### config.mk
export PLATFORM = sky130hd
export DESIGN_NAME = thermal_mon_top
export DESIGN_NICKNAME = d
export VERILOG_FILES = /design/src/rtl/thermal_mon_pkg.sv /design/src/rtl/thm_limit_regs.sv /design/src/rtl/thm_compare.sv /design/src/rtl/thm_throttle.sv /design/src/rtl/thermal_mon_top.sv
export SDC_FILE = /design/constraint.sdc
export NUM_CORES = 1
export LEC_CHECK = 0
export BUFFER_PORTS_ARGS = -buffer_cell sky130_fd_sc_hd__buf_2
export CAP_MARGIN = 20
export CORE_UTILIZATION = 42
export DETAILED_ROUTE_END_ITERATION = 8
export GPL_TIMING_DRIVEN = 0
export PLACE_DENSITY = 0.85
export SLEW_MARGIN = 20
export SYNTH_ARGS = -nofsm -noshare
export SYNTH_HDL_FRONTEND = slang
export SYNTH_SLANG_ARGS = --single-unit
### constraint.sdc
create_clock -name clk -period 1.4 [get_ports clk]
set_input_delay 0.21 -clock clk [delete_from_list [all_inputs] [get_ports clk]]
set_output_delay 0.21 -clock clk [all_outputs]
set_load 0.02 [all_outputs]
### src/rtl/thermal_mon_pkg.sv
package thermal_mon_pkg;

    localparam int TEMP_W = 7;
    localparam int DATA_W = 64;

    localparam int WARN_LSB   = 0;
    localparam int WARN_EN    = 7;
    localparam int CRIT_LSB   = 8;
    localparam int CRIT_EN    = 15;
    localparam int TRIP_LSB   = 24;
    localparam int WARN_FLAG  = 32;
    localparam int CRIT_FLAG  = 33;
    localparam int POLICY_BIT = 44;

    typedef enum logic [1:0] {
        THR_NONE = 2'd0,
        THR_HALF = 2'd1,
        THR_MOST = 2'd2,
        THR_FULL = 2'd3
    } throttle_e;

    typedef struct packed {
        logic [TEMP_W-1:0] warn_lvl;
        logic              warn_en;
        logic [TEMP_W-1:0] crit_lvl;
        logic              crit_en;
        logic [TEMP_W-1:0] trip_lvl;
        logic              light_policy;
    } limits_t;

    typedef struct packed {
        logic warn_hit;
        logic crit_hit;
        logic trip_hit;
    } alarm_t;

    function automatic limits_t unpack_limits(input logic [DATA_W-1:0] w);
        limits_t l;
        l.warn_lvl     = w[WARN_LSB +: TEMP_W];
        l.warn_en      = w[WARN_EN];
        l.crit_lvl     = w[CRIT_LSB +: TEMP_W];
        l.crit_en      = w[CRIT_EN];
        l.trip_lvl     = w[TRIP_LSB +: TEMP_W];
        l.light_policy = w[POLICY_BIT];
        return l;
    endfunction

    function automatic logic [DATA_W-1:0] pack_limits(input limits_t l, input alarm_t a);
        logic [DATA_W-1:0] w;
        w = '0;
        w[WARN_LSB +: TEMP_W] = l.warn_lvl;
        w[WARN_EN]            = l.warn_en;
        w[CRIT_LSB +: TEMP_W] = l.crit_lvl;
        w[CRIT_EN]            = l.crit_en;
        w[TRIP_LSB +: TEMP_W] = l.trip_lvl;
        w[WARN_FLAG]          = a.warn_hit;
        w[CRIT_FLAG]          = a.crit_hit;
        w[POLICY_BIT]         = l.light_policy;
        return w;
    endfunction

    function automatic throttle_e pick_level(input alarm_t a, input logic light);
        if (a.crit_hit)      return THR_FULL;
        else if (a.warn_hit) return light ? THR_HALF : THR_MOST;
        else                 return THR_NONE;
    endfunction

endpackage

### src/rtl/thm_limit_regs.sv
module thm_limit_regs
    import thermal_mon_pkg::*;
#(
    parameter int ADDR_W    = 6,
    parameter int LIMIT_OFS = 8
) (
    input  logic              clk,
    input  logic              rst,
    input  logic              wr_en,
    input  logic [ADDR_W-1:0] addr,
    input  logic [DATA_W-1:0] wdata,
    output limits_t           limits
);
    localparam logic [ADDR_W-1:0] LIMIT_A = ADDR_W'(LIMIT_OFS);

    logic hit;
    assign hit = wr_en && (addr == LIMIT_A);

    always_ff @(posedge clk) begin
        if (rst)      limits <= '0;
        else if (hit) limits <= unpack_limits(wdata);
    end

    assert_stray_write_R11: assert property (@(posedge clk) disable iff (rst)
        (wr_en && addr != LIMIT_A) |=> $stable(limits));

endmodule

### src/rtl/thm_compare.sv
module thm_compare
    import thermal_mon_pkg::*;
(
    input  logic              clk,
    input  logic              rst,
    input  logic [TEMP_W-1:0] sensor_in,
    input  limits_t           limits,
    output logic [TEMP_W-1:0] sample_q,
    output alarm_t            alarm_q
);
    alarm_t alarm_d;

    always_comb begin
        alarm_d.warn_hit = limits.warn_en && (sample_q >= limits.warn_lvl);
        alarm_d.crit_hit = limits.crit_en && (sample_q >= limits.crit_lvl);
        alarm_d.trip_hit = (limits.trip_lvl != '0) && (sample_q >= limits.trip_lvl);
    end

    always_ff @(posedge clk) begin
        if (rst) begin
            sample_q <= '0;
            alarm_q  <= '0;
        end else begin
            sample_q <= sensor_in;
            alarm_q  <= alarm_d;
        end
    end

    assert_warn_disabled_R6: assert property (@(posedge clk) disable iff (rst)
        !limits.warn_en |=> !alarm_q.warn_hit);
    assert_crit_disabled_R6: assert property (@(posedge clk) disable iff (rst)
        !limits.crit_en |=> !alarm_q.crit_hit);
    assert_trip_zero_R8: assert property (@(posedge clk) disable iff (rst)
        (limits.trip_lvl == '0) |=> !alarm_q.trip_hit);

endmodule

### src/rtl/thm_throttle.sv
module thm_throttle
    import thermal_mon_pkg::*;
(
    input  logic      clk,
    input  logic      rst,
    input  alarm_t    alarm,
    input  logic      light_policy,
    input  logic      no_throttle,
    output throttle_e level_q,
    output logic      fatal_q
);
    always_ff @(posedge clk) begin
        if (rst) begin
            level_q <= THR_NONE;
            fatal_q <= 1'b0;
        end else begin
            level_q <= no_throttle ? THR_NONE : pick_level(alarm, light_policy);
            fatal_q <= alarm.trip_hit;
        end
    end

    assert_crit_full_R4: assert property (@(posedge clk) disable iff (rst)
        (alarm.crit_hit && !no_throttle) |=> (level_q == THR_FULL));
    assert_light_policy_R5: assert property (@(posedge clk) disable iff (rst)
        (alarm.warn_hit && !alarm.crit_hit && !no_throttle && light_policy) |=> (level_q == THR_HALF));
    assert_strap_quiet_R10: assert property (@(posedge clk) disable iff (rst)
        no_throttle |=> (level_q == THR_NONE));
    assert_fatal_follow_R7: assert property (@(posedge clk) disable iff (rst)
        alarm.trip_hit |=> fatal_q);

endmodule

### src/rtl/thermal_mon_top.sv
module thermal_mon_top
    import thermal_mon_pkg::*;
#(
    parameter int ADDR_W    = 6,
    parameter int LIMIT_OFS = 8,
    parameter int TEMP_OFS  = 16,
    parameter int CAP_OFS   = 32
) (
    input  logic              clk,
    input  logic              rst,
    input  logic [6:0]        sensor_temp,
    input  logic              no_throttle_strap,
    input  logic              reg_wr,
    input  logic              reg_rd,
    input  logic [ADDR_W-1:0] reg_addr,
    input  logic [63:0]       reg_wdata,
    output logic [63:0]       reg_rdata,
    output logic [1:0]        throttle_level,
    output logic              fatal_shutdown
);
    localparam logic [ADDR_W-1:0] LIMIT_A = ADDR_W'(LIMIT_OFS);
    localparam logic [ADDR_W-1:0] TEMP_A  = ADDR_W'(TEMP_OFS);
    localparam logic [ADDR_W-1:0] CAP_A   = ADDR_W'(CAP_OFS);

    limits_t           limits;
    alarm_t            alarm;
    logic [TEMP_W-1:0] sample;
    throttle_e         level;
    logic [DATA_W-1:0] rd_mux;

    thm_limit_regs #(.ADDR_W(ADDR_W), .LIMIT_OFS(LIMIT_OFS)) u_regs (
        .clk(clk), .rst(rst), .wr_en(reg_wr), .addr(reg_addr),
        .wdata(reg_wdata), .limits(limits)
    );

    thm_compare u_cmp (
        .clk(clk), .rst(rst), .sensor_in(sensor_temp), .limits(limits),
        .sample_q(sample), .alarm_q(alarm)
    );

    thm_throttle u_thr (
        .clk(clk), .rst(rst), .alarm(alarm), .light_policy(limits.light_policy),
        .no_throttle(no_throttle_strap), .level_q(level), .fatal_q(fatal_shutdown)
    );

    assign throttle_level = level;

    always_comb begin
        rd_mux = '0;
        if (reg_addr == LIMIT_A)     rd_mux = pack_limits(limits, alarm);
        else if (reg_addr == TEMP_A) rd_mux[TEMP_W-1:0] = sample;
        else if (reg_addr == CAP_A)  rd_mux[0] = no_throttle_strap;
    end

    always_ff @(posedge clk) begin
        if (rst)         reg_rdata <= '0;
        else if (reg_rd) reg_rdata <= rd_mux;
    end

    assert_unmapped_zero_R11: assert property (@(posedge clk) disable iff (rst)
        (reg_rd && reg_addr != LIMIT_A && reg_addr != TEMP_A && reg_addr != CAP_A)
        |=> (reg_rdata == '0));

endmodule

==> results of run 1 <==
==> sequential cells by signal (all words and copies together) (netlist names) <==
register,count
u_cmp.sample_q,7
reg_rdata,26
u_regs.limits,24
u_cmp.alarm_q,3
u_thr.level_q,2
u_thr.fatal_q,1
==> where the power goes <==
group,switching [mW],leakage [nW],internal [mW]
clock network,0.701,0.0916,0.867
logic,0.281,1.12,0.218
registers,0.0261,0.518,1.81
==> area by class of cell <==
cell class	instances	area share (%)
plain buffers	58	9.33
inverters	22	2.11
well taps	96	2.99
clock inverters	5	1.43
flip-flops and latches	63	31.9
repair buffers	71	9.02
multi-input cells	259	39.7
clock buffers	11	3.51
==> per-stage QoR <==
step / hold WS (ns) / TNS (ns) / setup WS (ns) / power [mW] / instances
final: 0.0751 / 0 / 0.00128 / 3.91 / 585
after global routing: 0.0717 / -0.0919 / -0.0602 / 4.05 / 585
after CTS: 0.0679 / -0.00701 / -0.00701 / 3.88 / 584
after detailed placement: 0.423 / -13.86 / -0.386 / 2.32 / 567
after global placement: 0.420 / -13.68 / -0.401 / 2.31 / 567
after floorplan: 0.289 / -0.0116 / -0.00194 / 2.20 / 403
==> routing by layer <==
metal  GRT usage, %  up-vias  wire length [um]
met5              0        -                 0
met4           7.00        0               155
met3           6.35       17               495
met2           37.9      108              4020
met1           24.5     1274              3260
li1               -     1393                 -
==> logic make-up (layout without fill, tap and decap cells) <==
family                   Yosys count  count (layout)  share of synthesized area (%)
other                              1              38                          0.123
AND/OR/NAND/NOR                  126             126                           20.7
buffers and inverters             81             167                           15.0
AO/OA/AOI/OAI                     74              74                           14.2
adder cells (fa/ha/maj)           21              21                           8.62
flip-flops                        63              63                           41.4
==> cells in the final DEF, fill, tap and decap left out, types with 4 or more instances in the layout <==
master,instances
buf_2,70
ha_1,17
a211oi_1,7
inv_1,19
dfxtp_1,49
a21o_1,5
clkbuf_1,13
clkbuf_8,10
buf_4,43
conb_1,38
nand4_1,5
ha_4,4
a21oi_1,50
nand2b_1,20
nor2_1,7
dfxtp_2,12
nand3_1,22
nand2_1,50
a22oi_1,6
nor2b_1,10
==> critical path: cells and delay by family, from the launching register on <==
family	cells	cell delay (ns)
buffers and inverters	1	0.05
adders and majority gates	1	0.25
and+or+nand+nor	2	0.18
AOI/OAI and AO/OA	2	0.46
DFF	1	0.36
==> path summary, 6_finish.rpt <==
kind,startpoint,endpoint,slack (ns),cells after the start
setup / recovery,u_cmp.sample_q[0],u_cmp.alarm_q[1],0.001,6
setup reg to reg,u_cmp.sample_q[0],u_cmp.alarm_q[1],0.001,6
hold / removal,no_throttle_strap,u_thr.level_q[1],0.08,2
hold reg to reg,u_cmp.alarm_q[0],u_thr.fatal_q,0.45,1
==> timing repair <==
item,4_1_cts,5_1_grt
pin swaps,2,9
setup buffers,1,2
resized for setup,9,29
setup endpoints to repair,17,29
==> metrics.md, run 1 <==
| Metric | Value |
|---|---|
| P per Cell Area | `971 nW/um^2` |
| Clock sink count | `63` |
| CTS root buffer | `clkbuf_8` |
| Worst-path cell chain | `inv_4 -> ha_4 -> nand2b_4 -> nand3_2 -> a21o_1 -> a311oi_2` |
| Iter 0 DRT Violations | `161` |
| Fin. Hold Viols | `0` |
| Synth area leaders | `dfxtp_1 41%, buf_4 9.8%, ha_1 8.6%, a21oi_1 8.2%, nand2_1 6.2%` |
| Dominant synthesized flop cell | `dfxtp_1` |
| Synth area leader | `dfxtp_1` |
| Layout Skew | `0.00630 ns` |
| Final setup fails | `0` |
| DRT Wirelength | `7930 um` |
| Gpl congestion | `0.832` |
| Final antenna-violating net count | `0` |
| Hold Buf Count CTS | `0` |
| IO Pins | `149` |
| Die height | `87.2 um` |
| Clock tree buffer depth | `2` |
| Total track usage | `21.4%` |
| Largest net degree at the start of global routing | `12` |
| Worst Path Arrival | `1.65 ns` |
| Residual DRC count | `0` |
| Fillers | `645` |
| Die Width | `87.2 um` |
| Starting density of the core | `44.1%` |
| Core Area | `6910 um^2` |
| N_diodes | `0` |
| #FFs+latches synth | `63` |
| Number of synthesized flops with an enable pin | `0` |
| Critical path fanouts, max | `3` |
| Crit-path max cell delay | `0.36 ns` |
| Setup CP Type | `reg2reg` |
| Post-DP HPWL | `5810 um` |
| Status | `finished, final reports clean` |
| DRT Pass-1 Iters | `4` |
| Avg Inst Size Synth | `8.33 um^2` |
| First-pass GRT wire length | `12200 um` |
| Input/output buffers | `68` |
| Die area | `7600 um^2` |
| Vias in the first global route | `2647` |
| Max Fclk | `715 MHz` |
| Clk slew on worst S/H paths | `0.07 ns` |
| Placed Area | `3650 um^2` |
| Slew margin rel. | `62.0%` |
| Required @ worst endpoint | `1.65 ns` |
| Top cells by count, synth | `63 x dfxtp_1, 50 x a21oi_1, 50 x nand2_1` |
| Max Transition Viols Final | `0` |
| Vias | `2792` |
| Cell area after layout | `4020 um^2` |
| Register area | `1280 um^2` |
| Post-DR vias/cell | `4.77` |
| Syn Std Cell Area | `3050 um^2` |
| Clk_lat worst skew | `0.34 ns` |
| Initial antenna violation count | `0` |
| Hold Path Class | `in2reg` |
| Slew @ Worst Pin | `0.570 ns` |
| Max_cap viols | `0` |
| Clock H-tree levels | `3` |
| Async SR Flop Fraction | `0%` |
| Layout area overhead | `32.0%` |
| Maximum vdd ir drop | `0.568 mV` |
| Area of the multi-input gates | `1600 um^2` |
| Final Critical Period | `1.40 ns` |
| Top-area cell type share of the netlist area | `41.4%` |
| Most common cell in the netlist | `dfxtp_1` |
| Cell Rows | `30` |
| Synth Instances | `366` |
| Global route total overflow | `0` |
| Layout cells sized above 1 | `33.3%` |
| Nets | `587` |
| Netlist cell types | `27` |
| Static Leakage | `1.73 nW` |
| Sequential share of the synthesized area | `41.4%` |
| RSZ-0062 raised after global routing | `true` |
| Drt wl/cell | `13.6 um` |
| Period utilization | `99.9%` |
| Finished Core Util | `58.3%` |
| Yosys warns | `0` |
| Setup crit start kind | `flip-flop` |
| CP Capture Type | `flip-flop` |
| CTS Buf Count | `9` |
| CTS tree | `done` |
| Critical Path Slowest Stage Cell | `dfxtp_2` |
(Power assumes the default switching activity.)
==> run 2: changes to the inputs <==
--- a/config.mk
+++ b/config.mk
@@ -10,6 +10,7 @@
 export CORE_UTILIZATION = 42
 export DETAILED_ROUTE_END_ITERATION = 8
 export GPL_TIMING_DRIVEN = 0
+export MAX_ROUTING_LAYER = met4
 export PLACE_DENSITY = 0.85
 export SLEW_MARGIN = 20
 export SYNTH_ARGS = -nofsm -noshare
==> run 2 against run 1 <==
Wire length fell by 6.0%. Critical path depth is 1 lower. Core utilization fell by 1.0 points. Register-to-register slack gained 0.05 ns. Fmax increased by 2.0%. Clock skew grew 0.0012 ns. Cell count is 0.34% lower. Global-route usage is 0.91 points lower. Sequential share of layout area up 0.41 points. Sequential power about the same. Total power down 6.5%. Hold slack better by 0.00072 ns. Critical path type is now in2reg. Critical endpoint is now reg_rdata[3].
==> metrics.md, run 2 (synthesis results as in run 1) <==
| Metric | Value |
|---|---|
| Status | `finished, final reports clean` |
| Commonest cells after routing, fill and taps aside | `70 x buf_2, 50 x a21oi_1, 50 x nand2_1, 50 x dfxtp_1, 41 x buf_4` |
| Setup CP Type | `in2reg` |
| Total track usage | `20.5%` |
| Critical Path Slowest Stage Cell | `or4_4` |
| Maximum vdd ir drop | `0.412 mV` |
| Cell area after layout | `3950 um^2` |
| Cell Rows | `30` |
| Max_cap viols | `0` |
| M2 GR Usage | `34.1%` |
| Post-route setup slack | `0.0291 ns` |
| Max Fclk | `729 MHz` |
| Clk_lat worst skew | `0.34 ns` |
| Residual DRC count | `0` |
| Die height | `87.2 um` |
| Layout area overhead | `29.7%` |
| Static Leakage | `1.70 nW` |
| Clock tree buffer depth | `2` |
| Pre-CTS WS | `-0.449 ns` |
| FF-to-FF path depth | `5` |
| CTS tree | `done` |
| Met1 usage | `24.6%` |
| Clk slew on worst S/H paths | `0.07 ns` |
| Fin. Hold Viols | `0` |
| Gpl congestion | `0.850` |
| First-pass GRT wire length | `11500 um` |
| Setup crit start kind | `input pin` |
| N_diodes | `0` |
| Final Critical Period | `1.37 ns` |
| Die Width | `87.2 um` |
| Core Area | `6910 um^2` |
| Max Transition Viols Final | `0` |
| Hold Path Class | `in2reg` |
| Crit-path max cell delay | `0.55 ns` |
| Clock H-tree levels | `3` |
| Reg with most FFs | `reg_rdata` |
| Die area | `7600 um^2` |
| Worst-path cell chain | `buf_2 -> or4_4 -> nor3b_4 -> a22oi_1 -> a211oi_1` |
| Biggest regs | `reg_rdata: 26 flops, u_regs.limits: 24 flops, u_cmp.sample_q: 7 flops` |
| Max reg flops | `26` |
| Final setup fails | `0` |
| Global route total overflow | `0` |
| Non-filler cells, final | `583` |
| Placed Area | `3650 um^2` |
| Post-DR vias/cell | `4.64` |
| Critical path fanouts, max | `7` |
| Hold Buf Count CTS | `0` |
| Slew margin rel. | `63.9%` |
| Layout cells sized above 1 | `32.6%` |
| Period utilization | `97.9%` |
| Hold path depth | `2` |
| CTS Buf Count | `9` |
| Post-DP HPWL | `5730 um` |
| P per Cell Area | `924 nW/um^2` |
| Vias | `2708` |
| CTS root buffer | `clkbuf_8` |
| Min Hold Slack | `0.0758 ns` |
| Commonest non-fill, non-tap cell in the layout | `buf_2` |
| Placed Cells | `567` |
| Final antenna-violating net count | `0` |
| DRT Pass-1 Iters | `4` |
| Initial antenna violation count | `0` |
| GR peak layer | `met2` |
| Clock sink count | `63` |
| IO Pins | `149` |
| Final Power | `3.65 mW` |
| Largest net degree at the start of global routing | `12` |
| Slew @ Worst Pin | `0.542 ns` |
| Worst Path Arrival | `1.63 ns` |
| Vias in the first global route | `2516` |
| DRT Wirelength | `7460 um` |
| Input/output buffers | `68` |
| Required @ worst endpoint | `1.65 ns` |
| Layout Skew | `0.00753 ns` |
| Starting density of the core | `44.1%` |
| Nets | `585` |
| CP Capture Type | `flip-flop` |
| Drt wl/cell | `12.8 um` |
| TNS Setup | `0 ns` |
| Met3 usage | `4.83%` |
| Iter 0 DRT Violations | `130` |
| RSZ-0062 raised after global routing | `true` |
| Finished Core Util | `57.2%` |
## run 2: timing repair
| item | in CTS | in global routing |
|---|---|---|
| buffers inserted | 0 | 1 |
| resized for setup | 6 | 29 |
| endpoints found under the setup margin | 22 | 25 |
| pin swaps | 1 | 11 |
## run 2: path summary, 6_finish.rpt
check                                  startpoint          endpoint  slack [ns]
worst max-delay path                  reg_addr[3]      reg_rdata[3]        0.03
worst max register to register   u_regs.limits[7]  u_cmp.alarm_q[0]        0.05
worst min-delay path            no_throttle_strap  u_thr.level_q[0]        0.08
worst min register to register   u_cmp.alarm_q[0]     u_thr.fatal_q        0.46
## run 2: power by group
group | switching [mW] | internal (mW)
logic | 0.270 | 0.214
registers | 0.0264 | 1.82
clock network | 0.693 | 0.631
## run 2: final cells by class
type | count | area, um^2
fillers | 675 | 2950
multi-input cells | 259 | 1580
flip-flops and latches | 63 | 1280
plain buffers | 58 | 377
repair buffers | 69 | 348
clock buffers | 10 | 128
well taps | 96 | 120
inverters | 22 | 85.1
clock inverters | 6 | 37.5
## run 2: worst max-delay path: cells and delay by family
family,cells,cell delay [ns]
buffers and inverters,1,0.10
and+or+nand+nor,2,0.93
AOI/OAI and AO/OA,2,0.38
## run 2: per-layer routing
metal	wire, um	vias up
met2	3640	98
met4	89	0
met1	3270	1217
met5	0	-
li1	-	1385
met3	465	8
==> run 3: changes to the inputs <==
--- a/config.mk
+++ b/config.mk
@@ -5,9 +5,10 @@
 export SDC_FILE = /design/constraint.sdc
 export NUM_CORES = 1
 export LEC_CHECK = 0
+export ABC_AREA = 1
 export BUFFER_PORTS_ARGS = -buffer_cell sky130_fd_sc_hd__buf_2
 export CAP_MARGIN = 20
-export CORE_UTILIZATION = 42
+export CORE_UTILIZATION = 44
 export DETAILED_ROUTE_END_ITERATION = 8
 export GPL_TIMING_DRIVEN = 0
 export MAX_ROUTING_LAYER = met4
@@ -16,3 +17,4 @@
 export SYNTH_ARGS = -nofsm -noshare
 export SYNTH_HDL_FRONTEND = slang
 export SYNTH_SLANG_ARGS = --single-unit
+export TNS_END_PERCENT = 30
==> run 3 against run 2 <==
Synthesized cell count increased by 43%. Core utilization about the same. Clock power increased by 34%. Hold slack got worse by 0.010 ns. Cell count increased by 28%. Worst setup slack improved by 0.041 ns. Global-route usage increased by 1.7 points. Sequential power increased by 3%. Register-to-register slack improved by 0.02 ns. Die area increased by 13%. Sequential cell count unchanged.
==> metrics.md, run 3 <==
| Metric | Value |
|---|---|
| Status | `finished, final reports clean` |
| M2 GR Usage | `36.5%` |
| DRT Wirelength | `9030 um` |
| Most common cell on crit path | `inv_1` |
| Syn Std Cell Area | `3620 um^2` |
| Max_cap viols | `0` |
| Register area | `1280 um^2` |
| Final setup fails | `0` |
| Startpoint of the worst hold path | `sensor_temp[6]` |
| Period utilization | `95.0%` |
| Setup CP Type | `reg2reg` |
| Worst Path Arrival | `1.58 ns` |
| Maximum vdd ir drop | `0.697 mV` |
| Residual DRC count | `0` |
| Cell Rows | `32` |
| RSZ-0062 raised after global routing | `true` |
| #FFs+latches synth | `63` |
| Core Area | `7850 um^2` |
| Vias in the first global route | `3113` |
| Slew @ Worst Pin | `0.606 ns` |
| Post-DP HPWL | `7000 um` |
| Hold path depth | `3` |
| Drt wl/cell | `12.1 um` |
| Hold Buf Count CTS | `0` |
| R2R setup slack | `0.07 ns` |
| Input/output buffers | `68` |
| Commonest cells after routing, fill and taps aside | `85 x inv_1, 84 x nor2_1, 77 x buf_2` |
| Initial antenna violation count | `0` |
| FF-to-FF path depth | `8` |
| Final antenna-violating net count | `0` |
| TNS Setup | `0 ns` |
| Total track usage | `22.2%` |
| CTS Buf Count | `9` |
| GR peak layer | `met2` |
| Max Fclk | `752 MHz` |
| Worst Hold Path EP | `u_cmp.sample_q[6]` |
| RR Endpoint | `u_cmp.alarm_q[1]` |
| DRT Pass-1 Iters | `7` |
| Static Leakage | `2.37 nW` |
| Iter 0 DRT Violations | `309` |
| Fillers | `776` |
| Crit-path max cell delay | `0.36 ns` |
| Largest net degree at the start of global routing | `12` |
| Layout area overhead | `24.0%` |
| Max reg flops | `26` |
| N_diodes | `0` |
| Required @ worst endpoint | `1.65 ns` |
| Post-DR vias/cell | `4.78` |
| Die height | `92.8 um` |
| CP bufs+invs | `3` |
| Setup crit start kind | `flip-flop` |
| Fin. Hold Viols | `0` |
| Top-area cell type share of the netlist area | `34.8%` |
| CP top delay family | `flip-flops` |
| Layout Skew | `0.00891 ns` |
| Area of the multi-input gates | `1760 um^2` |
| Critical path fanouts, max | `3` |
| Reg with most FFs | `reg_rdata` |
| P per Cell Area | `976 nW/um^2` |
| Clock sink count | `63` |
| Synth Instances | `522` |
| Top cells by count, synth | `85 x inv_1, 84 x nor2_1, 72 x nand2_1` |
| Non-filler cells, final | `746` |
| Async SR Flop Fraction | `0%` |
| Global route total overflow | `0` |
| Layout cells sized above 1 | `24.8%` |
| Avg Inst Size Synth | `6.94 um^2` |
| Synth area leader | `dfxtp_1` |
| Biggest regs | `reg_rdata: 26 flops, u_regs.limits: 24 flops, u_cmp.sample_q: 7 flops` |
| CTS root buffer | `clkbuf_8` |
| Met3 usage | `5.42%` |
| Gpl congestion | `0.875` |
| First-pass GRT wire length | `14400 um` |
| Worst-path cell chain | `inv_1 -> ha_1 -> nand2_1 -> inv_1 -> a21oi_1 -> nand3_1 -> nand2_1 -> inv_1` |
| Commonest non-fill, non-tap cell in the layout | `inv_1` |
| Nets | `742` |
| Clk_lat worst skew | `0.34 ns` |
| Synth area leaders | `dfxtp_1 35%, inv_1 8.8%, nor2_1 8.7%, buf_4 8.1%, nand2_1 7.5%` |
| Placed Cells | `729` |
| Hold Path Class | `in2reg` |
| Sequential share of the synthesized area | `34.8%` |
| Clock tree buffer depth | `2` |
| Max Transition Viols Final | `0` |
| IO Pins | `149` |
| Die area | `8610 um^2` |
| Clock H-tree levels | `3` |
| Most common cell in the netlist | `inv_1` |
| Reg2Reg Launch Point | `u_regs.limits[15]` |
| CTS tree | `done` |
| CP Capture Type | `flip-flop` |
| Clk slew on worst S/H paths | `0.07 ns` |
| Critical Path Slowest Stage Cell | `dfxtp_2` |
| Number of synthesized flops with an enable pin | `0` |
| Met1 usage | `26.7%` |
| Netlist cell types | `23` |
| Final Critical Period | `1.33 ns` |
| Die Width | `92.8 um` |
| Yosys warns | `0` |
| Starting density of the core | `46.2%` |
| Vias | `3563` |
| Slew margin rel. | `59.6%` |
| Dominant synthesized flop cell | `dfxtp_1` |
run 3: cell count changes in the layout (fill, tap and decap cells not counted), moves of 6 or more:
cell	delta
a21oi_1	-24
a22oi_1	-6
buf_2	+7
inv_1	+65
nand2_1	+22
nand2b_1	-20
nand3_1	+14
nand4_1	+31
nor2_1	+77
nor2b_1	-10
o21ai_0	+19
run 3: worst max-delay path by stage:
stage	cells after the start	endpoint	slack [ns]	from
floorplan	8	u_cmp.alarm_q[0]	0.21	u_regs.limits[7]
CTS	7	u_cmp.alarm_q[2]	0.02	u_cmp.sample_q[5]
global placement	8	u_cmp.alarm_q[2]	0.004	u_regs.limits[23]
detailed placement	8	u_cmp.alarm_q[2]	-0.007	u_regs.limits[23]
global route	8	u_cmp.alarm_q[1]	-0.006	u_regs.limits[13]
finish	8	u_cmp.alarm_q[1]	0.07	u_regs.limits[15]
run 3: worst min-delay path: cells and delay by family:
family,cells,cell delay (ns)
AND/OR/NAND/NOR,1,0.03
buffers and inverters,2,0.13
run 3: routing by layer:
layer	up-vias	wire length (um)
li1	1809	-
met1	1575	3780
met2	157	4320
met3	22	750
met4	0	167
met5	-	0
run 3: cell families after synthesis:
group                      count (synthesis)  synth area share (%)
other                                      1                 0.103
buffers and inverters                    151                  21.0
AOI/OAI and AO/OA                         46                  6.35
and+or+nand+nor                          240                  30.5
adders and majority gates                 21                  7.25
DFF                                       63                  34.8
run 3: cell type report:
class | instances | area share, %
multi-input cells | 345 | 39.1
flip-flops and latches | 63 | 28.4
plain buffers | 65 | 9.77
repair buffers | 69 | 7.74
inverters | 86 | 7.18
clock buffers | 11 | 3.15
well taps | 102 | 2.84
clock inverters | 5 | 1.81
run 3: where the power goes:
group | switching [mW] | internal, mW
clock network | 0.719 | 1.05
logic | 0.454 | 0.275
registers | 0.0413 | 1.85
total | 1.21 | 3.17
run 3: metrics by stage:
| stage | total power, mW | hold slack (ns) | setup slack, ns | cell area, um^2 | util, % |
|---|---|---|---|---|---|
| final | 4.39 | 0.0654 | 0.0701 | 4490 | 57.3 |
| after global routing | 4.57 | 0.0676 | -0.00552 | 4490 | 57.3 |
| after CTS | 4.39 | 0.0654 | 0.0207 | 4460 | 56.8 |
| after detailed placement | 2.64 | 0.400 | -0.00726 | 4230 | 53.9 |
| after global placement | 2.62 | 0.400 | 0.00403 | 4230 | 53.9 |
| after floorplan | 2.44 | 0.289 | 0.212 | 3760 | - |
run 3: timing repair:
action                                  4_1_cts  5_1_grt
setup buffers                                 0        1
pin swaps                                     0        1
endpoints found under the setup margin        1        3
gates resized for setup                       1       14
